`src/rtl/rank_seq_pkg.sv`:
```
package rank_seq_pkg;

  typedef enum logic [2:0] {
    CMD_NOP = 3'd0,
    CMD_PRE = 3'd1,
    CMD_ACT = 3'd2,
    CMD_RD  = 3'd3,
    CMD_WR  = 3'd4,
    CMD_REF = 3'd5
  } cmd_e;

  // control -> datapath
  typedef struct packed {
    logic latchReq;
    logic doPre;
    logic doAct;
    logic doCol;
    logic doRefPre;
    logic doRef;
    logic doneNow;
  } strobe_t;

  // datapath -> control
  typedef struct packed {
    logic curReady;
    logic curOpen;
    logic curHit;
    logic curWrite;
    logic refPreAvail;
    logic allQuiet;
    logic dataEnd;
    logic lockEnd;
  } status_t;

endpackage

```
`src/rtl/rank_bank_slot.sv`:
```
module rank_bank_slot #(
  parameter int ROW_W = 14,
  parameter int T_W   = 6
) (
  input  logic             clk,
  input  logic             rst_n,
  input  logic             pre,
  input  logic             act,
  input  logic [ROW_W-1:0] actRow,
  input  logic [T_W-1:0]   loadVal,
  output logic             isOpen,
  output logic [ROW_W-1:0] openRow,
  output logic             ready
);

  logic [T_W-1:0] waitCnt;

  always_ff @(posedge clk) begin
    if (!rst_n) begin
      waitCnt <= '0;
      isOpen  <= 1'b0;
      openRow <= '0;
    end else begin
      if (pre || act) begin
        waitCnt <= loadVal;
      end else if (waitCnt != '0) begin
        waitCnt <= waitCnt - T_W'(1);
      end
      if (act) begin
        isOpen  <= 1'b1;
        openRow <= actRow;
      end else if (pre) begin
        isOpen <= 1'b0;
      end
    end
  end

  // a load of N lets the next command go N cycles later
  assign ready = (waitCnt < T_W'(2));

endmodule

```
`src/rtl/rank_seq_control.sv`:
```
module rank_seq_control
  import rank_seq_pkg::*;
(
  input  logic    clk,
  input  logic    rst_n,
  input  logic    reqValid,
  input  logic    refReq,
  input  status_t stat,
  output strobe_t stb,
  output logic    reqReady
);

  typedef enum logic [2:0] {
    S_IDLE, S_SEQ, S_DATA, S_REFPRE, S_LOCK
  } state_e;

  state_e state, nxtState;

  always_comb begin
    stb      = '0;
    nxtState = state;
    case (state)
      S_IDLE: begin
        if (refReq) begin
          nxtState = S_REFPRE;
        end else if (reqValid) begin
          stb.latchReq = 1'b1;
          nxtState     = S_SEQ;
        end
      end
      S_SEQ: begin
        if (stat.curReady) begin
          if (stat.curOpen && stat.curHit) begin
            stb.doCol = 1'b1;
            if (stat.curWrite) begin
              stb.doneNow = 1'b1;
              nxtState    = S_IDLE;
            end else begin
              nxtState = S_DATA;
            end
          end else if (stat.curOpen) begin
            stb.doPre = 1'b1;
          end else begin
            stb.doAct = 1'b1;
          end
        end
      end
      S_DATA: begin
        if (stat.dataEnd) begin
          stb.doneNow = 1'b1;
          nxtState    = S_IDLE;
        end
      end
      S_REFPRE: begin
        if (stat.allQuiet) begin
          stb.doRef = 1'b1;
          nxtState  = S_LOCK;
        end else if (stat.refPreAvail) begin
          stb.doRefPre = 1'b1;
        end
      end
      S_LOCK: begin
        if (stat.lockEnd) nxtState = S_IDLE;
      end
      default: nxtState = S_IDLE;
    endcase
  end

  always_ff @(posedge clk) begin
    if (!rst_n) state <= S_IDLE;
    else        state <= nxtState;
  end

  assign reqReady = (state == S_IDLE) && !refReq;

endmodule

```
`src/rtl/rank_seq_datapath.sv`:
```
module rank_seq_datapath
  import rank_seq_pkg::*;
#(
  parameter int NUM_BANKS = 8,
  parameter int ROW_W     = 14,
  parameter int COL_W     = 10,
  parameter int T_W       = 6,
  parameter int TRFC_CYC  = 240,
  localparam int BANK_W   = $clog2(NUM_BANKS),
  localparam int ADDR_W   = (ROW_W > COL_W) ? ROW_W : COL_W,
  localparam int RC_W     = $clog2(TRFC_CYC + 1)
) (
  input  logic                     clk,
  input  logic                     rst_n,
  input  strobe_t                  stb,
  input  logic [BANK_W-1:0]        reqBank,
  input  logic [ROW_W-1:0]         reqRow,
  input  logic [COL_W-1:0]         reqCol,
  input  logic                     reqWrite,
  input  logic [NUM_BANKS*T_W-1:0] bankTrp,
  input  logic [NUM_BANKS*T_W-1:0] bankTrcd,
  input  logic [NUM_BANKS*T_W-1:0] bankTcl,
  output status_t                  stat,
  output logic                     cmdValid,
  output cmd_e                     cmdType,
  output logic [BANK_W-1:0]        cmdBank,
  output logic [ADDR_W-1:0]        cmdAddr,
  output logic                     doneValid,
  output logic                     refAck
);

  logic [T_W-1:0]   trpArr  [NUM_BANKS];
  logic [T_W-1:0]   trcdArr [NUM_BANKS];
  logic [T_W-1:0]   tclArr  [NUM_BANKS];

  logic [BANK_W-1:0] latBank;
  logic [ROW_W-1:0]  latRow;
  logic [COL_W-1:0]  latCol;
  logic              latWrite;
  logic [T_W-1:0]    latTrp, latTrcd, latTcl;

  logic [NUM_BANKS-1:0] slotPre, slotAct, slotOpen, slotReady;
  logic [T_W-1:0]       slotLoad [NUM_BANKS];
  logic [ROW_W-1:0]     slotRow  [NUM_BANKS];

  logic [BANK_W-1:0] refSel;
  logic              refFound;
  logic [T_W-1:0]    dataCnt;
  logic [RC_W-1:0]   refCnt;

  // request capture, including the target bank's timing set
  always_ff @(posedge clk) begin
    if (!rst_n) begin
      latBank  <= '0;
      latRow   <= '0;
      latCol   <= '0;
      latWrite <= 1'b0;
      latTrp   <= '0;
      latTrcd  <= '0;
      latTcl   <= '0;
    end else if (stb.latchReq) begin
      latBank  <= reqBank;
      latRow   <= reqRow;
      latCol   <= reqCol;
      latWrite <= reqWrite;
      latTrp   <= trpArr[reqBank];
      latTrcd  <= trcdArr[reqBank];
      latTcl   <= tclArr[reqBank];
    end
  end

  for (genvar i = 0; i < NUM_BANKS; i++) begin : g_bank
    assign trpArr[i]  = bankTrp[i*T_W +: T_W];
    assign trcdArr[i] = bankTrcd[i*T_W +: T_W];
    assign tclArr[i]  = bankTcl[i*T_W +: T_W];

    assign slotPre[i] = (stb.doPre && (latBank == BANK_W'(i))) ||
                        (stb.doRefPre && (refSel == BANK_W'(i)));
    assign slotAct[i] = stb.doAct && (latBank == BANK_W'(i));
    assign slotLoad[i] = stb.doRefPre ? trpArr[i] :
                         (stb.doPre ? latTrp : latTrcd);

    rank_bank_slot #(.ROW_W(ROW_W), .T_W(T_W)) u_slot (
      .clk     (clk),
      .rst_n   (rst_n),
      .pre     (slotPre[i]),
      .act     (slotAct[i]),
      .actRow  (latRow),
      .loadVal (slotLoad[i]),
      .isOpen  (slotOpen[i]),
      .openRow (slotRow[i]),
      .ready   (slotReady[i])
    );
  end

  // lowest open bank whose countdown allows a precharge
  always_comb begin
    refSel   = '0;
    refFound = 1'b0;
    for (int i = NUM_BANKS - 1; i >= 0; i--) begin
      if (slotOpen[i] && slotReady[i]) begin
        refSel   = BANK_W'(i);
        refFound = 1'b1;
      end
    end
  end

  always_ff @(posedge clk) begin
    if (!rst_n) begin
      dataCnt <= '0;
      refCnt  <= '0;
    end else begin
      if (stb.doCol && !latWrite) dataCnt <= latTcl;
      else if (dataCnt != '0)     dataCnt <= dataCnt - T_W'(1);
      if (stb.doRef)              refCnt <= RC_W'(TRFC_CYC);
      else if (refCnt != '0)      refCnt <= refCnt - RC_W'(1);
    end
  end

  always_comb begin
    stat.curReady    = slotReady[latBank];
    stat.curOpen     = slotOpen[latBank];
    stat.curHit      = (slotRow[latBank] == latRow);
    stat.curWrite    = latWrite;
    stat.refPreAvail = refFound;
    stat.allQuiet    = (slotOpen == '0) && (&slotReady);
    stat.dataEnd     = (dataCnt < T_W'(2));
    stat.lockEnd     = (refCnt < RC_W'(2));
  end

  // registered command bus
  always_ff @(posedge clk) begin
    if (!rst_n) begin
      cmdValid  <= 1'b0;
      cmdType   <= CMD_NOP;
      cmdBank   <= '0;
      cmdAddr   <= '0;
      doneValid <= 1'b0;
      refAck    <= 1'b0;
    end else begin
      cmdValid  <= 1'b0;
      cmdType   <= CMD_NOP;
      cmdBank   <= '0;
      cmdAddr   <= '0;
      doneValid <= stb.doneNow;
      refAck    <= stb.doRef;
      if (stb.doPre) begin
        cmdValid <= 1'b1;
        cmdType  <= CMD_PRE;
        cmdBank  <= latBank;
      end else if (stb.doRefPre) begin
        cmdValid <= 1'b1;
        cmdType  <= CMD_PRE;
        cmdBank  <= refSel;
      end else if (stb.doAct) begin
        cmdValid <= 1'b1;
        cmdType  <= CMD_ACT;
        cmdBank  <= latBank;
        cmdAddr  <= ADDR_W'(latRow);
      end else if (stb.doCol) begin
        cmdValid <= 1'b1;
        cmdType  <= latWrite ? CMD_WR : CMD_RD;
        cmdBank  <= latBank;
        cmdAddr  <= ADDR_W'(latCol);
      end else if (stb.doRef) begin
        cmdValid <= 1'b1;
        cmdType  <= CMD_REF;
      end
    end
  end

endmodule

```
`src/rtl/rank_cmd_sequencer.sv`:
```
module rank_cmd_sequencer
  import rank_seq_pkg::*;
#(
  parameter int NUM_BANKS = 8,
  parameter int ROW_W     = 14,
  parameter int COL_W     = 10,
  parameter int T_W       = 6,
  parameter int TRFC_CYC  = 240,
  localparam int BANK_W   = $clog2(NUM_BANKS),
  localparam int ADDR_W   = (ROW_W > COL_W) ? ROW_W : COL_W
) (
  input  logic                     clk,
  input  logic                     rst_n,
  input  logic                     reqValid,
  output logic                     reqReady,
  input  logic [BANK_W-1:0]        reqBank,
  input  logic [ROW_W-1:0]         reqRow,
  input  logic [COL_W-1:0]         reqCol,
  input  logic                     reqWrite,
  output logic                     doneValid,
  input  logic                     refReq,
  output logic                     refAck,
  input  logic [NUM_BANKS*T_W-1:0] bankTrp,
  input  logic [NUM_BANKS*T_W-1:0] bankTrcd,
  input  logic [NUM_BANKS*T_W-1:0] bankTcl,
  output logic                     cmdValid,
  output logic [2:0]               cmdType,
  output logic [BANK_W-1:0]        cmdBank,
  output logic [ADDR_W-1:0]        cmdAddr
);

  strobe_t stb;
  status_t stat;
  cmd_e    cmdTypeE;

  rank_seq_control u_ctrl (
    .clk      (clk),
    .rst_n    (rst_n),
    .reqValid (reqValid),
    .refReq   (refReq),
    .stat     (stat),
    .stb      (stb),
    .reqReady (reqReady)
  );

  rank_seq_datapath #(
    .NUM_BANKS (NUM_BANKS),
    .ROW_W     (ROW_W),
    .COL_W     (COL_W),
    .T_W       (T_W),
    .TRFC_CYC  (TRFC_CYC)
  ) u_dp (
    .clk       (clk),
    .rst_n     (rst_n),
    .stb       (stb),
    .reqBank   (reqBank),
    .reqRow    (reqRow),
    .reqCol    (reqCol),
    .reqWrite  (reqWrite),
    .bankTrp   (bankTrp),
    .bankTrcd  (bankTrcd),
    .bankTcl   (bankTcl),
    .stat      (stat),
    .cmdValid  (cmdValid),
    .cmdType   (cmdTypeE),
    .cmdBank   (cmdBank),
    .cmdAddr   (cmdAddr),
    .doneValid (doneValid),
    .refAck    (refAck)
  );

  assign cmdType = cmdTypeE;

endmodule

```
`config.mk`:
```
export PLATFORM = sky130hd
export DESIGN_NAME = rank_cmd_sequencer
export DESIGN_NICKNAME = d
export VERILOG_FILES = /design/src/rtl/rank_seq_pkg.sv /design/src/rtl/rank_bank_slot.sv /design/src/rtl/rank_seq_control.sv /design/src/rtl/rank_seq_datapath.sv /design/src/rtl/rank_cmd_sequencer.sv
export SDC_FILE = /design/constraint.sdc
export NUM_CORES = 1
export LEC_CHECK = 0
export BUFFER_PORTS_ARGS = -buffer_cell sky130_fd_sc_hd__buf_4
export CORE_MARGIN = 1.5
export CORE_UTILIZATION = 45
export CTS_CLUSTER_SIZE = 28
export DETAILED_ROUTE_END_ITERATION = 8
export GPL_TIMING_DRIVEN = 1
export PLACE_DENSITY = 0.65
export SETUP_SLACK_MARGIN = 0.15
export SLEW_MARGIN = 5
export SYNTH_ARGS = -nofsm -noshare
export SYNTH_HDL_FRONTEND = slang
export SYNTH_HIERARCHICAL = 1
export SYNTH_SLANG_ARGS = --single-unit
```
`constraint.sdc`:
```
create_clock -name clk -period 4.9 [get_ports clk]
set_clock_uncertainty 0.15 [all_clocks]
set_input_delay 0.98 -clock clk [delete_from_list [all_inputs] [get_ports clk]]
set_output_delay 0.98 -clock clk [all_outputs]
set_load 0.01 [all_outputs]
```
# Word level (Yosys, flattened, before mapping)
# Index checks and enable logic that the tools add are counted.
# W data, S select, Z words.
# totals
ff_bits	254
latchBits	0
ramBits	0
mem_bits_ro	0
word_cells	306
n_memories	0
# op_classes
n_addsub	10
mul	0
n_div	0
n_lt_le_gt_ge	13
n_eq_ne	25
shift	0
n_mux	121
bitwise_logic	3
reduce_logical	91
# op_table
operator	count
$mux W6	33
$mux W3	24
$bmux W6 S3	3
$lt A6 B2 Y1 const B	9
$reduce_bool A6 Y1	9
$sub A6 B1 Y6 const B	9
$mux W1	46
$bmux W14 S3	1
$mux W14	3
$logic_and A1 B1 Y1	36
$reduce_bool A2 Y1	18
$eq A3 B3 Y1 const B	9
$eq A3 B2 Y1 const B	6
$logic_or A1 B1 Y1	16
$mux W8	2
$pmux W3 S5	1
$eq A14 B14 Y1	1
$mux W10	1
$eq A3 B1 Y1 const B	3
$logic_not A3 Y1	3
$ge A4 B4 Y1 const B	2
$logic_not A8 Y1	1
$lt A8 B2 Y1 const B	1
$mux W2	4
other kinds (16)	22

# Depth between registers and ports, before layout
# Gate-level depths: netlist of run 1.
# logic_depth
depth_word	18
ltp_mapped	16
depth_no_buf	13

# By module
# Netlist of run 1, hierarchy kept.
# by_module_without_submodules
module	instances	cells_each	area_each_um2
rank_bank_slot	8	91	964.7
rank_seq_datapath	1	653	6271.0
rank_seq_control	1	29	251.5

# Least setup slack after synthesis of run 1
# No wires, ideal clock.
# synth_timing
kind	reg2reg
start	register u_dp.latBank[1]
end	register u_dp.g_bank[1].u_slot.openRow[8]
setup_time_ns	0.116
t_arrival_ns	3.344
setup_slack_ns	1.290
path_stages_with_launch	15
n_path_buf	7
cell_sequence	dfxtp_1 -> buf_6 -> buf_2 -> buf_2 -> buf_1 -> mux4_2 -> mux2_2 -> nor3b_1 -> clkbuf_1 -> nand2b_1 -> nor2_1 -> buf_6 -> buf_4 -> mux2i_1 -> nor2b_1
# synth_rtl
element	line_no	source
from (decl)	rank_seq_datapath.sv:36	logic [BANK_W-1:0] latBank;
from (signal assigned)	rank_seq_datapath.sv:62	latBank <= reqBank;
to (signal assigned)	rank_bank_slot.sv:31	openRow <= actRow;
to (decl)	rank_bank_slot.sv:12	output logic [ROW_W-1:0] openRow,

==> impl.org, run 1 <==
** Floorplan
- Die Ht :: 181 µm
- Area inside the core boundary :: 30800 µm²
- Row generation in the floorplan step produced 64 rows.
- The floorplan step defined a die boundary enclosing 32700 µm².
- Initial Util :: 46.2%
- 200 I/O pins were placed.
- Die Wd :: 181 µm

** Global route
- Number of antenna violations at the first check in global routing :: 0
- Total congestion overflow after global routing :: 0
- The number of global-route vias before repair is 11100.
- Global routing used 22.4% of the available tracks across all layers.
- Entering global routing, the biggest net connects 98 pins.
- The first global-routing pass estimated 59.8 mm of wire.

** Worst setup path
- Largest fanout on the critical path :: 25
- Crit path max-delay cell type :: sky130_fd_sc_hd__nor3_2
- The worst setup path is of the reg -> reg kind.
- Startpoint Class :: flop
- In this run the register-to-register setup slack is 0.42 ns.
- Critical path endpoint category :: flop
- Critical Path Max Stage Delay :: 0.92 ns
- The signal on the critical path passes through buf_12 > buf_12 > mux2_2 > o22ai_1 > a22o_1 > o21ai_0 > nand4_1 > nor4_2 > nor3_2 > nand2b_1 > o22ai_1 > nor2_8 > nand2_1 > a221o_1 > o21ai_2.
- Family with the most delay on the worst path :: simple AND/OR/NAND/NOR gates
- Worst Reg-to-Reg Cells :: 15
- For the worst setup path, the data required time is 5.18 ns.
- Buf+Inv Stages, Crit Path :: 2
- For the worst setup path, the data arrival time is 4.76 ns.
- The critical path crosses 15 cells after its start point.

** Finish
- In the layout the commonest cells are 253 x sky130_fd_sc_hd__dfxtp_1, 245 x sky130_fd_sc_hd__buf_4, 184 x sky130_fd_sc_hd__mux2i_1.
- The post-route netlist has 27.6% of its cells at a drive strength greater than 1.
- Area added between synthesis and finish :: 20.7%
- The repair_antennas step left the layout with diodes totalling 0.
- After the last flow step, the layout net total stands at 1797.
- Leading cell type in the layout, fill and taps excluded :: sky130_fd_sc_hd__dfxtp_1

** Routing
- Detailed Routing Iterations Pass 1 :: 5
- Violation count after the first detailed-routing iteration :: 699
- Via/cell ratio :: 5.50
- Once detail routing completed, the nets flagged for antenna violations numbered 0.
- After detailed routing, the average wire length per cell comes to 18.7 µm.
- Number of vias after detailed routing :: 11100
- # DRC :: 0
- Routed wire length :: 37.7 mm

** Synth
- Unique cell type count in the Yosys netlist :: 71
- Synthesis inferred 254 register bits.
- Share of flip-flops with an asynchronous set or reset after synthesis :: 0%
- Warnings from Yosys :: 6
- Syn nets :: 1604
- Primary FF master, synth :: sky130_fd_sc_hd__dfxtp_1
- Synth Area per Inst :: 10.1 µm²
- Sequential fraction of the synthesis area :: 35.7%
- After synthesis the cells add up to 14200 µm².
- Yosys mapped a number of flops with a built-in enable equal to 0.
- In the synthesized netlist, the number of instances is 1410.

** Power and ir drop
- For this design the total switching power over the nets is 2.55 mW.
- Logic gate share of total power :: 35.5%
- Cell internal power was estimated by the tool at 4.98 mW.
- Per report_power, the clock group accounts for 28.4% of the total.
- Sw frac :: 33.9%
- IR Drop Worst-Case VDD :: 0.247 mV
- Power per unit of standard cell area :: 438 nW/µm²
- Total leakage power :: 6.93 nW
- Per report_power, the sequential group accounts for 36.1% of the total.

** Min path
- Min-delay worst type :: reg -> reg
- Counting instances, the worst hold path has a depth of 1.

** STA
- Slew @ Worst Pin :: 1.14 ns
- Measured against its own limit, the worst slew margin works out to 23.7%.
- For the final routed database, the setup TNS stands at 0 ns.
- Setup repair after global routing could not meet its margin everywhere.
- Setup violations remaining at the end of the flow were counted as 0.
- Final critical-path share of the clock period :: 91.4%
- The hold violation count in the final report is 0.
- Derived from the worst setup path, the maximum achievable clock frequency is 0.223 GHz.
- Min setup slack post-route :: 0.419 ns
- The final number of max-transition violations came to 0.
- Crit path time final :: 4.48 ns

** Clocking
- Maximum number of buffers from clock root to sink :: 3
- For the worst-skew pair, the clock arrives at the later sink with an insertion delay of 0.55 ns.
- After clock tree synthesis, the clock-pin slew on the worst setup and hold paths is 0.07 ns.
- TritonCTS clock tree :: built
- Total number of clock tree sinks :: 254
- Number of hold buffers added after CTS :: 0
- Post-CTS Setup Bufs :: 0
- CTS built an H-tree with a depth of 1.
- Clock tree synthesis selected as its root buffer the cell sky130_fd_sc_hd__clkbuf_16.
- In this run, CTS created clock tree buffers numbering 28.

** Placed design
- At the end of routability-driven placement, the weighted congestion stood at 0.903.
- Buffers placed on the I/O ports in this run total 199.
- Pre-CTS setup slack :: 0.384 ns
- Once detailed placement completed, the half-perimeter wirelength came to 27.3 mm.

** Flow run
- Max-capacitance violation count :: 0

** Outcome
- Outcome :: finished clean
timing repair:
action                                 4_1_cts  5_1_grt
gates resized for setup                      0        1
setup endpoints to repair                    0       28
endpoints found under the hold margin        0        0
area by class of cell:
| cell class | count | area (µm²) |
|---|---|---|
| inverters | 23 | 86.3 |
| flip-flops and latches | 254 | 5090 |
| clock inverters | 6 | 71.3 |
| well taps | 396 | 495 |
| multi-input cells | 1046 | 8630 |
| repair buffers | 250 | 1930 |
| clock buffers | 45 | 885 |
| fillers | 2732 | 13600 |
through the flow:
step	utilization, %	cell area (µm²)	total power [mW]	hold slack (ns)	cells
2_1_floorplan	-	14200	4.70	0.291	1410
3_3_place_gp	52.6	16200	5.35	0.312	1969
3_5_place_dp	52.6	16200	5.41	0.316	1969
4_1_cts	55.7	17200	7.58	0.329	2020
5_1_grt	55.7	17200	7.97	0.349	2020
6_report	55.7	17200	7.52	0.326	2020
per-layer routing:
layer	GRT usage [%]	vias to the layer above	wire [µm]	part of all wire, %
li1	-	5471	-	-
met1	29.9	5326	17200	46
met2	38.4	273	18000	48
met3	2.80	47	1700	4.5
met4	5.51	0	792	2.1
met5	0	-	0	0
state kept, by name, summed over array words and instances (netlist names), 6 cells and up:
| name | count |
|---|---|
| u_dp/latRow | 14 |
| u_dp/g_bank.u_slot/isOpen | 8 |
| u_dp/g_bank.u_slot/openRow | 112 |
| u_dp/latTrcd | 6 |
| u_dp/g_bank.u_slot/waitCnt | 48 |
| u_dp/latTrp | 6 |
| u_dp/cmdAddr | 14 |
| u_dp/dataCnt | 6 |
| u_dp/refCnt | 8 |
| u_dp/latCol | 10 |
| u_dp/latTcl | 6 |
path summary, 6_finish.rpt:
| path | startpoint | to |
|---|---|---|
| worst max-delay path | u_dp/latBank[1]$_SDFFE_PN0P_ | u_dp/g_bank[0].u_slot/waitCnt[1]$_SDFFE_PN0P_ |
| worst min-delay path | u_dp/latTcl[0]$_SDFFE_PN0P_ | u_dp/latTcl[0]$_SDFFE_PN0P_ |
| worst max register to register | u_dp/latBank[1]$_SDFFE_PN0P_ | u_dp/g_bank[0].u_slot/waitCnt[1]$_SDFFE_PN0P_ |
| worst min register to register | u_dp/latTcl[0]$_SDFFE_PN0P_ | u_dp/latTcl[0]$_SDFFE_PN0P_ |
kinds of logic after synthesis:
logic type,share of synthesized area (%)
AOI/OAI and AO/OA,12.8
xor gates and xnor gates,3.38
adders and majority gates,1.58
buffers and inverters,3.94
DFF,35.7
muxes,22.0
and+or+nand+nor,20.5
synthesized netlist by cell type (9+ instances only):
| master | number | area [µm²] |
|---|---|---|
| sky130_fd_sc_hd__dfxtp_1 | 254 | 5080 |
| sky130_fd_sc_hd__mux2i_1 | 184 | 1840 |
| sky130_fd_sc_hd__nor2b_1 | 159 | 995 |
| sky130_fd_sc_hd__nand2_1 | 88 | 330 |
| sky130_fd_sc_hd__a21o_1 | 48 | 360 |
| sky130_fd_sc_hd__nor2_1 | 47 | 176 |
| sky130_fd_sc_hd__clkbuf_1 | 45 | 169 |
| sky130_fd_sc_hd__mux4_2 | 41 | 923 |
| sky130_fd_sc_hd__o22ai_1 | 41 | 257 |
| sky130_fd_sc_hd__nand3_1 | 38 | 190 |
| sky130_fd_sc_hd__xor2_1 | 35 | 307 |
| sky130_fd_sc_hd__mux2_2 | 33 | 372 |
| sky130_fd_sc_hd__o21ai_0 | 33 | 165 |
| sky130_fd_sc_hd__nor3_1 | 27 | 135 |
| sky130_fd_sc_hd__a21boi_1 | 24 | 180 |
| sky130_fd_sc_hd__inv_1 | 23 | 86.3 |
| sky130_fd_sc_hd__xnor2_1 | 20 | 175 |
| sky130_fd_sc_hd__a211oi_1 | 18 | 135 |
| sky130_fd_sc_hd__ha_1 | 18 | 225 |
| sky130_fd_sc_hd__o211a_1 | 18 | 180 |
| sky130_fd_sc_hd__o21a_1 | 14 | 105 |
| sky130_fd_sc_hd__buf_2 | 13 | 65.1 |
| sky130_fd_sc_hd__buf_6 | 12 | 135 |
| sky130_fd_sc_hd__buf_4 | 11 | 82.6 |
| sky130_fd_sc_hd__a221o_1 | 9 | 90.1 |
| sky130_fd_sc_hd__nand2b_1 | 9 | 56.3 |
| sky130_fd_sc_hd__nor4b_2 | 9 | 135 |
power by group through the flow:
stage | Sequential [mW] | Clock [mW] | Combinational (mW)
6_report | 2.72 | 2.14 | 2.67
5_1_grt | 2.76 | 2.26 | 2.95
4_1_cts | 2.71 | 2.19 | 2.67
3_5_place_dp | 2.76 | 0 | 2.66
3_3_place_gp | 2.75 | 0 | 2.60
2_1_floorplan | 2.68 | 0 | 2.03
Note: power is estimated with default switching activity, not from simulation.
==> run 2, diff against run 1 <==
Settings changed: CORE_UTILIZATION 45 to 25, PLACE_DENSITY 0.65 to unset.
Clock period 4.9 ns to 5.6 ns, I/O delays scaled along.
==> run 2 against run 1 <==
Against the previous run: utilization down 25 points; sequential power down 12%; clock-buffer cell count down 6; critical path type unchanged; wire length up 10%; power down 13%; critical path depth down 3; critical endpoint is now u_dp/cmdAddr[5]$_SDFF_PP0_; via count up 1.3%; setup slack better by 0.70 ns; maximum frequency about the same; largest cell class unchanged; largest power group unchanged; clock power down 14%; worst hold slack about the same; global-route usage down 8.8 points.
==> impl.org, run 2 (synthesized netlist as in run 1, its figures left out) <==
** Clocking
- CTS built an H-tree with a depth of 1.
- Clock latency on the worst-skew pair, taken at its later pin, is 0.55 ns.
- Number of buffers inserted during clock tree synthesis :: 27
- TritonCTS clock tree :: built
- Clk Tree Root Cell :: sky130_fd_sc_hd__clkbuf_16
- Number of hold buffers added after CTS :: 0
- Post-CTS Setup Bufs :: 0
- The clock net in this run drives a total of 254 sinks.
- The longest clock path from root to sink contains 3 buffers.
- Post-cts sizing count :: 0
- Clock-pin slew was measured on the worst setup and hold paths at 0.06 ns.

** Power and ir drop
- For this design the ratio of total power to cell area is 374 nW/µm².
- In this run the static leakage power is 6.83 nW.
- IR Drop Worst-Case VDD :: 0.178 mV

** Worst setup path
- The number of cells on the worst reg-to-reg path is 12.
- Critical path endpoint category :: flop
- STA puts the critical path data required time at 5.92 ns.
- Largest fanout on the critical path :: 33
- By startpoint and endpoint, the worst setup path is classified as reg -> reg.
- Data on the critical path arrives at its endpoint at 4.80 ns.
- Startpoint Class :: flop

** Finish
- Flip-flop count of the largest register, all copies and words added :: 112
- Register ranked first by flip-flop count :: u_dp/g_bank.u_slot/openRow
- Leaving out fill and tap cells, the most frequent cell in the layout is sky130_fd_sc_hd__dfxtp_1.
- Net count of the finished layout :: 1782
- Commonest non-fill, non-tap cells in the layout :: 253 x sky130_fd_sc_hd__dfxtp_1, 232 x sky130_fd_sc_hd__buf_4, 184 x sky130_fd_sc_hd__mux2i_1
- At the end of the flow the core is filled with cells to 31.0%.
- The area growth from synthesis to layout is 22.6%.
- Layout cells sized above 1 :: 26.8%
- Registers with the most flip-flops :: u_dp/g_bank.u_slot/openRow (112), u_dp/g_bank.u_slot/waitCnt (48)

** Routing
- # DRC :: 0
- Per-cell routed wire length :: 17.5 µm
- Routed wire length :: 41.5 mm
- Number of vias after detailed routing :: 11300
- Via/cell ratio :: 4.76
- Detailed Routing Iterations Pass 1 :: 4
- Violation count after the first detailed-routing iteration :: 848
- Once detail routing completed, the nets flagged for antenna violations numbered 0.

** Floorplan
- Initial Util :: 25.3%
- The core region is 56400 µm².
- IO Pins :: 200
- The floorplan has 87 rows.
- Die Wd :: 242 µm
- The die covers 58400 µm².
- Die Ht :: 242 µm

** Min path
- Min-delay worst type :: reg -> reg
- Worst hold stages :: 2

** STA
- Final-layout worst hold slack :: 0.325 ns
- The hold violation count in the final report came to 0.
- Max-slew violation total from the final report :: 0
- At the pin with the least slew margin, the transition time is 1.31 ns.
- Unrepaired setup endpoints after global routing :: no
- Max Freq :: 0.223 GHz
- The final critical path takes up 79.9% of the cycle.
- Normalized max-slew margin :: 12.1%
- Count of final setup violators :: 0
- Crit path time final :: 4.48 ns
- Summed over all failing endpoints, the final setup total negative slack is 0 ns.

** Global route
- Vias in the first global route :: 11300
- Global routing used 13.6% of the available tracks across all layers.
- Summed over all layers, the global routing overflow is 0.
- Maximum number of pins on one net before global-route repair :: 116
- The initial antenna violation count is 1.
- The first global-routing pass estimated 64.4 mm of wire.

** Placed design
- Global placer's final weighted congestion :: 0.858
- Input/output buffers :: 199
- The wire-length estimate of the detail-placed layout is 29.7 mm.

** Outcome
- The run finished with clean final reports.

** Flow run
- Max-capacitance violation count :: 0
run 2: path summary, 6_finish.rpt:
kind | from | to | slack, ns
min reg2reg | u_dp/latTcl[1]$_SDFFE_PN0P_ | u_dp/dataCnt[1]$_SDFFE_PN0P_ | 0.33
min | u_dp/latTcl[1]$_SDFFE_PN0P_ | u_dp/dataCnt[1]$_SDFFE_PN0P_ | 0.33
max reg2reg | u_dp/latBank[1]$_SDFFE_PN0P_ | u_dp/cmdAddr[5]$_SDFF_PP0_ | 1.12
max | u_dp/latBank[1]$_SDFFE_PN0P_ | u_dp/cmdAddr[5]$_SDFF_PP0_ | 1.12
run 2: per-stage QoR:
stage	total power, mW	setup WS (ns)	area (µm²)	instances
2_1_floorplan	4.12	1.99	14200	1410
3_3_place_gp	4.64	1.08	16600	2315
3_5_place_dp	4.71	1.18	16600	2315
4_1_cts	6.58	1.15	17500	2363
5_1_grt	6.92	0.801	17500	2364
6_report	6.53	1.12	17500	2364
run 2: cell type report:
| class | count | area [µm²] |
|---|---|---|
| fillers | 5904 | 38900 |
| repair buffers | 236 | 1810 |
| inverters | 23 | 86.3 |
| diodes | 1 | 2.50 |
| well taps | 756 | 946 |
| clock inverters | 9 | 101 |
| clock buffers | 39 | 791 |
| multi-input cells | 1046 | 8630 |
| flip-flops and latches | 254 | 5090 |
run 2: worst max-delay path: stages (launching register included):
cell and delay (ns):
sky130_fd_sc_hd__dfxtp_2 0.75, sky130_fd_sc_hd__buf_12 0.29, sky130_fd_sc_hd__mux2_2 0.35, sky130_fd_sc_hd__o22ai_1 0.17, sky130_fd_sc_hd__nor3_1 0.08, sky130_fd_sc_hd__nor4b_1 0.36
sky130_fd_sc_hd__nand4_1 0.15, sky130_fd_sc_hd__nor4_2 0.38, sky130_fd_sc_hd__nor3_2 0.14, sky130_fd_sc_hd__nor2_1 0.26, sky130_fd_sc_hd__and2_1 0.45, sky130_fd_sc_hd__o21ai_1 0.57
sky130_fd_sc_hd__nor2_1 0.26
run 2: per-layer routing:
layer / wire length (µm) / global-route usage, % / up-vias
li1: - / - / 5438
met3: 1750 / 2.12 / 62
met4: 898 / 3.42 / 0
met1: 19000 / 18.1 / 5509
met2: 19800 / 22.8 / 248
met5: 0 / 0 / -
run 2: where the power goes:
group / internal, mW / total (mW) / leakage [nW] / switching [mW]
registers: 2.06 / 2.39 / 2.07 / 0.329
logic: 1.13 / 2.31 / 4.33 / 1.18
clock network: 1.07 / 1.83 / 0.441 / 0.764
total: 4.26 / 6.53 / 6.83 / 2.27
